$ cat config.mk
export PLATFORM = sky130hd
export DESIGN_NAME = tmq_sequencer
export DESIGN_NICKNAME = d
export VERILOG_FILES = /design/src/rtl/tmq_pkg.sv /design/src/rtl/tmq_slot_store.sv /design/src/rtl/tmq_busy_watch.sv /design/src/rtl/tmq_sequencer.sv
export SDC_FILE = /design/constraint.sdc
export NUM_CORES = 1
export LEC_CHECK = 0
export ABC_AREA = 0
export BUFFER_PORTS_ARGS = -buffer_cell sky130_fd_sc_hd__buf_2
export CAP_MARGIN = 5
export CORE_MARGIN = 4
export CORE_UTILIZATION = 45
export DETAILED_ROUTE_END_ITERATION = 7
export GPL_ROUTABILITY_DRIVEN = 0
export PLACE_DENSITY = 0.63
export SKIP_LAST_GASP = 1
export SYNTH_ARGS = -nofsm -noshare
export SYNTH_HDL_FRONTEND = slang
export SYNTH_SLANG_ARGS = --single-unit
$ cat constraint.sdc
create_clock -name clk -period 3.9 [get_ports clk]
set_input_delay 0.39 -clock clk [delete_from_list [all_inputs] [get_ports clk]]
set_output_delay 0.39 -clock clk [all_outputs]
set_load 0.01 [all_outputs]
$ cat src/rtl/tmq_pkg.sv
`timescale 1ns/1ps
package tmq_pkg;
   typedef enum logic [1:0] {
      ST_IDLE = 2'd0,
      ST_BUSY = 2'd1,
      ST_DONE = 2'd2,
      ST_ERR  = 2'd3
   } tx_stat_e;
endpackage

$ cat src/rtl/tmq_slot_store.sv
`timescale 1ns/1ps
module tmq_slot_store #(
   parameter int SLOTS       = 8,
   parameter int MAX_BYTES   = 16,
   parameter int RETRY_LIMIT = 5
) (
   input  logic                               clk,
   input  logic                               rst_n,
   input  logic                               flush,
   input  logic                               wr_en,
   input  logic [$clog2(SLOTS)-1:0]           wr_idx,
   input  logic [MAX_BYTES*8-1:0]             wr_data,
   input  logic [$clog2(MAX_BYTES)-1:0]       wr_lm1,
   input  logic [$clog2(SLOTS)-1:0]           rd_idx,
   output logic [MAX_BYTES*8-1:0]             rd_data,
   output logic [$clog2(MAX_BYTES)-1:0]       rd_lm1,
   input  logic [$clog2(SLOTS)-1:0]           rt_idx,
   input  logic                               rt_inc,
   input  logic                               rt_clr,
   output logic [$clog2(RETRY_LIMIT+1)-1:0]   rt_val
);
   localparam int IW = $clog2(SLOTS);
   localparam int DW = MAX_BYTES * 8;
   localparam int MW = $clog2(MAX_BYTES);
   localparam int RW = $clog2(RETRY_LIMIT + 1);

   logic [DW-1:0] data_arr [SLOTS];
   logic [MW-1:0] lm1_arr  [SLOTS];
   logic [RW-1:0] rt_arr   [SLOTS];

   for (genvar s = 0; s < SLOTS; s++) begin : g_slot
      logic [DW-1:0] d_q;
      logic [MW-1:0] l_q;
      logic [RW-1:0] r_q;

      always_ff @(posedge clk or negedge rst_n) begin
         if (!rst_n) begin
            d_q <= '0;
            l_q <= '0;
            r_q <= '0;
         end else begin
            if (wr_en && wr_idx == IW'(s)) begin
               d_q <= wr_data;
               l_q <= wr_lm1;
            end
            if (flush || (rt_clr && rt_idx == IW'(s)))
               r_q <= '0;
            else if (rt_inc && rt_idx == IW'(s))
               r_q <= r_q + 1'b1;
         end
      end

      assign data_arr[s] = d_q;
      assign lm1_arr[s]  = l_q;
      assign rt_arr[s]   = r_q;


      retry_bound_chk: assert property (@(posedge clk) disable iff (!rst_n)
         r_q <= RW'(RETRY_LIMIT));
   end

   assign rd_data = data_arr[rd_idx];
   assign rd_lm1  = lm1_arr[rd_idx];
   assign rt_val  = rt_arr[rt_idx];
endmodule

$ cat src/rtl/tmq_busy_watch.sv
`timescale 1ns/1ps
module tmq_busy_watch #(
   parameter int LIMIT = 2000
) (
   input  logic clk,
   input  logic rst_n,
   input  logic tick,
   input  logic clr,
   output logic trip
);
   localparam int CW = $clog2(LIMIT + 1);

   if (LIMIT < 2) begin : g_bad_limit
      $error("busy limit must be at least 2");
   end

   logic [CW-1:0] cnt_q;

   assign trip = tick && (cnt_q == CW'(LIMIT - 1));

   always_ff @(posedge clk or negedge rst_n) begin
      if (!rst_n)
         cnt_q <= '0;
      else if (clr || trip)
         cnt_q <= '0;
      else if (tick)
         cnt_q <= cnt_q + 1'b1;
   end


   busy_count_range_chk: assert property (@(posedge clk) disable iff (!rst_n)
      cnt_q < CW'(LIMIT));
endmodule

$ cat src/rtl/tmq_sequencer.sv
`timescale 1ns/1ps
module tmq_sequencer
   import tmq_pkg::*;
#(
   parameter int SLOTS       = 8,
   parameter int MAX_BYTES   = 16,
   parameter int RETRY_LIMIT = 5,
   parameter int BUSY_LIMIT  = 2000
) (
   input  logic                             clk,
   input  logic                             rst_n,
   input  logic                             enq_push,
   input  logic [$clog2(MAX_BYTES+1)-1:0]   enq_len,
   input  logic [MAX_BYTES*8-1:0]           enq_data,
   output logic                             enq_full,
   output logic [MAX_BYTES*8-1:0]           tx_data,
   output logic [$clog2(MAX_BYTES)-1:0]     tx_len_m1,
   output logic                             tx_start,
   output logic                             tx_clear,
   input  logic [1:0]                       tx_status,
   input  logic                             rx_error,
   output logic                             reset_req
);
   localparam int IW = $clog2(SLOTS);
   localparam int LW = $clog2(MAX_BYTES + 1);
   localparam int MW = $clog2(MAX_BYTES);
   localparam int RW = $clog2(RETRY_LIMIT + 1);

   if ((SLOTS < 2) || ((SLOTS & (SLOTS - 1)) != 0)) begin : g_bad_slots
      $error("slot count must be a power of two");
   end
   if ((MAX_BYTES < 2) || ((MAX_BYTES & (MAX_BYTES - 1)) != 0)) begin : g_bad_bytes
      $error("slot byte capacity must be a power of two");
   end

   logic [IW-1:0] wr_q, sd_q, sd_inc, rd_idx;
   logic          settle_q, pending, len_ok, look;
   logic          is_idle, is_busy, is_done, is_err;
   logic          trip, fault, push_take, adv, rt_inc;
   logic [RW-1:0] rt_val;
   tx_stat_e      st;

   assign st       = tx_stat_e'(tx_status);
   assign sd_inc   = sd_q + 1'b1;
   assign enq_full = (IW'(wr_q + 1'b1) == sd_q);
   assign pending  = (wr_q != sd_q);
   assign len_ok   = (enq_len != '0) && (enq_len <= LW'(MAX_BYTES));
   assign look     = !settle_q;
   assign is_idle  = look && (st == ST_IDLE);
   assign is_busy  = look && (st == ST_BUSY);
   assign is_done  = look && (st == ST_DONE);
   assign is_err   = look && (st == ST_ERR);

   assign fault     = (enq_push && enq_full) || (is_err && rx_error) || trip;
   assign push_take = enq_push && len_ok && !enq_full && !fault;

   always_comb begin
      tx_start = 1'b0;
      tx_clear = 1'b0;
      adv      = 1'b0;
      rt_inc   = 1'b0;
      rd_idx   = sd_q;
      if (!fault) begin
         if (is_done) begin
            tx_clear = 1'b1;
            adv      = 1'b1;
            if (sd_inc != wr_q) begin
               tx_start = 1'b1;
               rd_idx   = sd_inc;
            end
         end else if (is_err) begin
            tx_clear = 1'b1;
            if (rt_val < RW'(RETRY_LIMIT)) rt_inc = 1'b1;
            else                            adv    = 1'b1;
         end else if (is_idle && pending) begin
            tx_start = 1'b1;
         end
      end
   end

   always_ff @(posedge clk or negedge rst_n) begin
      if (!rst_n) begin
         wr_q      <= '0;
         sd_q      <= '0;
         settle_q  <= 1'b0;
         reset_req <= 1'b0;
      end else if (fault) begin
         wr_q      <= '0;
         sd_q      <= '0;
         settle_q  <= 1'b0;
         reset_req <= 1'b1;
      end else begin
         reset_req <= 1'b0;
         settle_q  <= tx_start || tx_clear;
         if (push_take) wr_q <= wr_q + 1'b1;
         if (adv)       sd_q <= sd_inc;
      end
   end

   tmq_slot_store #(
      .SLOTS(SLOTS), .MAX_BYTES(MAX_BYTES), .RETRY_LIMIT(RETRY_LIMIT)
   ) u_store (
      .clk(clk), .rst_n(rst_n), .flush(fault),
      .wr_en(push_take), .wr_idx(wr_q), .wr_data(enq_data),
      .wr_lm1(enq_len[MW-1:0] - 1'b1),
      .rd_idx(rd_idx), .rd_data(tx_data), .rd_lm1(tx_len_m1),
      .rt_idx(sd_q), .rt_inc(rt_inc), .rt_clr(adv), .rt_val(rt_val)
   );

   tmq_busy_watch #(.LIMIT(BUSY_LIMIT)) u_watch (
      .clk(clk), .rst_n(rst_n),
      .tick(is_busy), .clr((look && !is_busy) || fault), .trip(trip)
   );


   full_push_reset_chk: assert property (@(posedge clk) disable iff (!rst_n)
      (enq_push && enq_full) |=> reset_req);

   flush_empty_chk: assert property (@(posedge clk) disable iff (!rst_n)
      reset_req |-> (wr_q == '0) && (sd_q == '0));

   start_status_chk: assert property (@(posedge clk) disable iff (!rst_n)
      tx_start |-> (tx_status == ST_IDLE) || (tx_status == ST_DONE));

   settle_quiet_chk: assert property (@(posedge clk) disable iff (!rst_n)
      (tx_start || tx_clear) |=> !tx_start && !tx_clear);

   bad_len_hold_chk: assert property (@(posedge clk) disable iff (!rst_n)
      (enq_push && !len_ok && !fault) |=> $stable(wr_q));

   done_advance_chk: assert property (@(posedge clk) disable iff (!rst_n)
      (is_done && !fault) |=> sd_q == IW'($past(sd_q) + 1'b1));
endmodule

==> results.py, run 1 <==
metrics = {
    "critical_path": {
        "path_max_fanout": 8,
        "end_kind": "output port",
        "required_ps": 3510,
        "arrival_ps": 4070,
        "critical_path_class": "register to output port",
        "startpoint_type": "register",
    },
    "clock_tree": {
        "cts.sinks": 1099,
        "clkLatencyLatePin_ps": 780,
        "clockRootBuffer": "clkbuf_16",
        "numCtsBuffers": 134,
        "cts.clk_slew.worst_paths_ps": 60,
        "clock_path_buffers": 3,
        "cts_tree": "done",
        "h-tree-depth": 4,
    },
    "global_route": {
        "grt_max_degree": 193,
        "grt_overflow": 0,
        "grt_usage_pct": 24.29,
        "grt_pass1_vias": 44520,
        "grt_first_pass_wirelength_mm": 270.3,
        "grt_antenna_before_repair": 27,
    },
    "timing": {
        "timing.slew.headroom_pct": -3.308,
        "fmax_mhz": 224.2,
        "post-route-min-period_ps": 4460,
        "final_hold_viol_count": 0,
        "setup_ws_ps": -559.8,
        "rsz0062_at_grt": "yes",
        "post-route-period-util_pct": 114.4,
        "setup_viol": 132,
        "tightest_slew_ps": 1550,
        "skew_ps": 20.97,
        "report.final.slew_viol_count": 45,
    },
    "synth": {
        "ys_top_cells_by_count": "mux2_2, dfrtp_1, nor2_1",
        "syn_nets": 4981,
        "synth-seq-cells": 1099,
        "synth_top_area_share_pct": 44.77,
        "yosysTopAreaCell": "dfrtp_1",
        "synth_warnings": 0,
        "synth_edf_count": 0,
        "synth.distinct_cells": 50,
        "ys_seq_area_share_pct": 44.77,
        "yosys-top-cells-area": "dfrtp_1, mux2_2, mux4_2",
        "postSynthCellCount": 4820,
        "synth_flop_cell": "dfrtp_1",
        "synth.most_common_cell": "mux2_2",
        "avgSynthCellArea_um2": 12.74,
        "async_flop_share_pct": 100.0,
        "syn-cell-area_um2": 61430,
    },
    "pwr": {
        "combinationalPowerShare_pct": 51.6,
        "netSwitchingPower_mw": 24.81,
        "sw_frac_of_total_pct": 36.92,
        "p_leak_nw": 32.11,
        "p_per_area_nw_per_um2": 903.9,
        "p_int_mw": 42.39,
        "clkPwrFrac_pct": 18.9,
        "ir_worst_vdd_v": 0.0009046,
        "seqPwrFrac_pct": 29.5,
    },
    "cells_and_area": {
        "areaGrowthSynthToFinish_pct": 21.03,
        "layout.cells.non_filler": 7113,
        "fin_nets": 5372,
        "final_cell_area_um2": 74350,
        "drive_gt1_share_pct": 44.22,
    },
    "die": {
        "rows": 135,
        "dieArea_um2": 142500,
        "start_util_pct": 45.34,
        "core_region_area_um2": 135500,
        "dieWidth_um": 377.5,
        "dieHeight_um": 377.5,
        "io_pins": 275,
    },
    "placed_design": {
        "port_buffers": 274,
        "dp_hpwl_mm": 96.70,
        "place_ws_ps": -65.19,
        "dpl.cell_count": 6651,
        "placed_area_um2": 65850,
    },
    "status": {
        "status": "finished with violations",
        "violations": "slew limit, setup timing",
    },
    "detailed_routing": {
        "drc": 0,
        "vias_per_cell": 5.973,
        "vias": 42490,
        "avgRoutedWirePerCell_um": 24.54,
        "drt_first_pass_iters": 5,
        "drt_iter0_drc": 3016,
        "wl_mm": 174.5,
        "postRouteAntennaNets": 0,
    },
    "run": {
        "max_cap_violations": 0,
    },
    "worst_hold_path": {
        "hp-class": "primary input to register",
    },
}
[kinds of logic (layout without fill, tap and decap cells)]
logic type / count (synthesis) / count (layout) / synth area share, %
DFF: 1099 / 1099 / 44.77
AOI/OAI and AO/OA: 478 / 478 / 6.164
muxes: 1956 / 1956 / 39.71
adders and majority gates: 22 / 22 / 0.4481
xor gates and xnor gates: 18 / 18 / 0.2567
other: 0 / 18 / 0
buffers and inverters: 428 / 922 / 2.825
and+or+nand+nor: 819 / 819 / 5.826
[registers in the layout (all words and copies together) (netlist names)]
signal and cells:
u_store.g_slot.l_q 32, sd_q 3, wr_q 3, settle_q 1, reset_req 1, u_store.g_slot.r_q 24, u_store.g_slot.d_q 1024, u_watch.cnt_q 11
[layer usage]
metal	wire length (µm)	vias to the layer above	global-route usage (%)
li1	-	18770	-
met1	77020	22410	32.72
met2	83890	987	39.86
met3	8658	304	4.514
met4	4857	16	7.836
met5	105	-	0
[final cells by class]
class                      instances  area (µm²)
antenna                           18       45.04
clock buffer                     194        3951
clock inverter                    45       538.0
fill                           11290       61120
inverter                          18       77.57
multi-input combinational       3293       33230
sequential                      1099       27510
tap                             1781        2228
timing repair buffer             665        6761
[metrics by stage]
| stage | utilization (%) | TNS (ps) | hold slack [ps] | power, mW |
|---|---|---|---|---|
| 6_report | 54.88 | -56880 | 92.25 | 67.20 |
| 5_1_grt | 54.87 | -73620 | 62.09 | 70.98 |
| 4_1_cts | 54.47 | -69340 | 17.11 | 66.72 |
| 3_5_place_dp | 48.61 | -172.4 | 442.6 | 50.27 |
| 3_3_place_gp | 48.61 | -7.111 | 441.8 | 49.61 |
| 2_1_floorplan | - | 0 | 94.41 | 40.85 |
[worst max-delay path: stages (launching register included)]
cell	delay, ps
dfrtp_1	390
ha_2	220
ha_4	220
xor2_1	170
and4_4	220
or4_4	620
buf_16	210
buf_16	170
mux4_2	440
o32ai_2	300
buf_4	190
buf_6	100
[layout by cell type (no fill, tap or decap), types with 101 or more instances in the layout]
master / count
mux2_2: 1157
mux2i_1: 529
a211oi_1: 106
and2_1: 131
nor2_1: 560
dlygate4sd3_1: 130
clkbuf_16: 142
buf_4: 153
dfrtp_1: 1097
buf_2: 233
mux4_2: 269
o21ai_0: 101
[final timing paths]
path	start	to	slack, ps	depth (start not counted)
max reg2reg	sd_q[1]	u_store.g_slot[0].r_q[2]	510	8
min reg2reg	u_store.g_slot[3].l_q[0]	u_store.g_slot[3].l_q[0]	510	2
max in group asynchronous	rst_n	u_store.g_slot[3].d_q[10]	2380	3
min in group asynchronous	rst_n	u_store.g_slot[5].d_q[119]	240	2
min	tx_status[1]	u_watch.cnt_q[0]	90	4
max	wr_q[0]	tx_data[8]	-560	11
[power by group through the flow]
stage	clock (mW)	sequential, mW	combinational (mW)
floorplan	0	18.7	22.1
global placement	0	19.7	29.9
detailed placement	0	19.9	30.4
CTS	13.0	19.7	34.0
global route	13.4	20.4	37.1
finish	12.7	19.8	34.7
[repair_timing]
action | in CTS | in global routing
setup endpoints to repair | 132 | 132
endpoints found under the hold margin | 1075 | 0
gates cloned | 27 | 7
hold buffers | 130 | 0
setup buffers | 31 | 15
pin swaps | 8 | 11
gates resized for setup | 183 | 63
(Power assumes the default switching activity.)
==> run 2: changes to the inputs <==
CORE_MARGIN = default   (was 4)
==> run 2 against run 1 <==
- the flow finishes with violations (setup timing)
- design area down 0.20%
- first-iteration DRC count down 4.8%
- count of clock-buffer cells in the layout down 8
- critical endpoint is now tx_data[51]
- combinational power about the same
- critical path depth down 3
- worst setup slack worse by 4.5 ps
- utilization down 0.11 points
- clock power about the same
- global-route usage up 0.42 points
- via count up 0.46%
- largest cell class unchanged
- final cell count about the same
- critical path type unchanged
- sequential power about the same
==> results.py, run 2 (synthesis results as in run 1) <==
metrics = {
    "pwr": {
        "clkPwrFrac_pct": 18.9,
        "p_per_area_nw_per_um2": 909.7,
        "p_leak_nw": 32.07,
        "sw_frac_of_total_pct": 36.86,
        "combinationalPowerShare_pct": 51.6,
        "ir_worst_vdd_v": 0.0009292,
        "netSwitchingPower_mw": 24.88,
        "seqPwrFrac_pct": 29.5,
        "p_int_mw": 42.62,
    },
    "clock_tree": {
        "cts.sinks": 1099,
        "clock_path_buffers": 3,
        "cts_tree": "done",
        "h-tree-depth": 4,
        "cts.clk_slew.worst_paths_ps": 50,
        "numCtsBuffers": 132,
        "clkLatencyLatePin_ps": 800,
        "clockRootBuffer": "clkbuf_16",
    },
    "detailed_routing": {
        "drc": 0,
        "m1WireLength_mm": 78.45,
        "drt_iter0_drc": 2870,
        "vias_per_cell": 5.996,
        "drt_first_pass_iters": 6,
        "top_layer": "met5",
        "met3_length_mm": 8.395,
        "wl_mm": 174.0,
        "avgRoutedWirePerCell_um": 24.44,
        "postRouteAntennaNets": 0,
        "wl_met2_mm": 82.91,
        "vias": 42680,
    },
    "critical_path": {
        "startpoint_type": "register",
        "arrival_ps": 4070,
        "r2r_start": "sd_q[1]",
        "end_kind": "output port",
        "required_ps": 3510,
        "cp-startpoint": "sd_q[1]",
        "path_max_fanout": 128,
        "critical_path_class": "register to output port",
    },
    "cells_and_area": {
        "areaGrowthSynthToFinish_pct": 20.79,
        "fill_cells": 11310,
        "final_cell_mix": "mux2_2, dfrtp_1, nor2_1",
        "regArea_um2": 27510,
        "largest-register": "u_store.g_slot.d_q",
        "largest_register_ff_count": 1024,
        "final_common_cell": "mux2_2",
        "top_regs": "u_store.g_slot.d_q: 1024 flops, u_store.g_slot.l_q: 32 flops, u_store.g_slot.r_q: 24 flops",
        "drive_gt1_share_pct": 43.93,
        "fin_nets": 5388,
        "multi_input_area_um2": 33090,
    },
    "timing": {
        "fin_hold_ws_ps": 129.8,
        "skew_ps": 26.47,
        "post-route-min-period_ps": 4464,
        "final_hold_viol_count": 0,
        "setup_viol": 132,
        "setup_ws_ps": -564.3,
        "timing.slew.headroom_pct": 21.91,
        "report.final.slew_viol_count": 0,
        "post-route-period-util_pct": 114.5,
        "fmax_mhz": 224.0,
        "tightest_slew_ps": 1163,
        "setup_tns_ps": -60090,
        "rsz0062_at_grt": "yes",
    },
    "global_route": {
        "grt_first_pass_wirelength_mm": 266.7,
        "grt_overflow": 0,
        "grt_max_degree": 221,
        "grt_antenna_before_repair": 17,
        "grt_pass1_vias": 44430,
        "grt_usage_pct": 24.72,
    },
    "placed_design": {
        "dp_hpwl_mm": 96.26,
        "port_buffers": 274,
    },
    "die": {
        "rows": 135,
        "start_util_pct": 45.34,
        "dieWidth_um": 371.5,
        "dieArea_um2": 138000,
        "io_pins": 275,
        "dieHeight_um": 371.5,
        "core_region_area_um2": 135500,
    },
    "run": {
        "max_cap_violations": 0,
    },
    "status": {
        "violations": "setup timing",
        "status": "finished with violations",
    },
    "worst_hold_path": {
        "hp-start": "tx_status[1]",
        "hp-class": "primary input to register",
    },
}
==> run 2: cell types whose count changed in the layout (fill, tap and decap cells not counted), sizes merged <==
cell / previous run / this run
inv: 26 / 30
bufinv: 6 / 12
clkinvlp: 1 / 6
buf: 526 / 537
diode: 18 / 7
clkinv: 30 / 22
clkbuf: 200 / 201
bufbuf: 3 / 1
==> run 2: stage by stage <==
step                      instance area, µm²  power [mW]  utilization (%)  instances  setup WS, ps
final                                  74200       67.50            54.77       7119        -564.3
after floorplan                        61430       40.85                -       4820         25.10
after global routing                   74190       71.18            54.77       7117        -673.0
after global placement                 65870       49.81            48.62       6650        -177.1
after CTS                              73030       65.82            53.91       7072        -587.3
after detailed placement               65870       50.46            48.62       6650        -204.1
==> run 2: power by group through the flow <==
stage / clock network (mW) / logic, mW / registers (mW)
2_1_floorplan: 0 / 22.1 / 18.7
3_3_place_gp: 0 / 30.0 / 19.8
3_5_place_dp: 0 / 30.5 / 19.9
4_1_cts: 13.0 / 33.0 / 19.8
5_1_grt: 13.5 / 37.2 / 20.5
6_report: 12.8 / 34.9 / 19.9
==> run 2: area by class of cell <==
class	instances	share of cell area [%]
Tap cell	1781	3.003
Antenna cell	7	0.02361
Clock buffer	186	5.039
Timing Repair Buffer	683	9.161
Inverter	18	0.1113
Multi-Input combinational cell	3293	44.60
Sequential cell	1099	37.07
Clock inverter	52	0.9915
==> run 2: repair_timing <==
item,in CTS,in global routing
pin swaps,7,10
cloned,11,18
hold endpoints to repair,1086,0
hold buffers,130,0
buffers inserted,43,26
endpoints found under the setup margin,133,132
gates resized for setup,120,105
==> run 2: critical path: stages, from the launching register on <==
cell,delay (ps)
dfrtp_4,440
buf_4,120
buf_4,480
buf_12,620
mux2i_1,210
mux4_2,500
o32ai_2,230
buf_4,190
buf_2,130
==> run 2: routing by layer <==
| layer | up-vias | GRT usage [%] |
|---|---|---|
| li1 | 18780 | - |
| met2 | 997 | 40.07 |
| met1 | 22600 | 34.14 |
| met5 | - | 0 |
| met4 | 18 | 7.054 |
| met3 | 281 | 4.092 |
==> run 2: worst paths after layout <==
check / end / slack (ps) / cells past startpoint
setup reg to reg: sd_q[1] / 460 / 8
hold reg to reg: u_store.g_slot[5].l_q[3] / 510 / 2
hold / removal: u_watch.cnt_q[0] / 130 / 4
setup / recovery: tx_data[51] / -560 / 8
max in group asynchronous: u_store.g_slot[4].d_q[41] / 2530 / 3
min in group asynchronous: u_store.g_slot[7].d_q[121] / 310 / 2
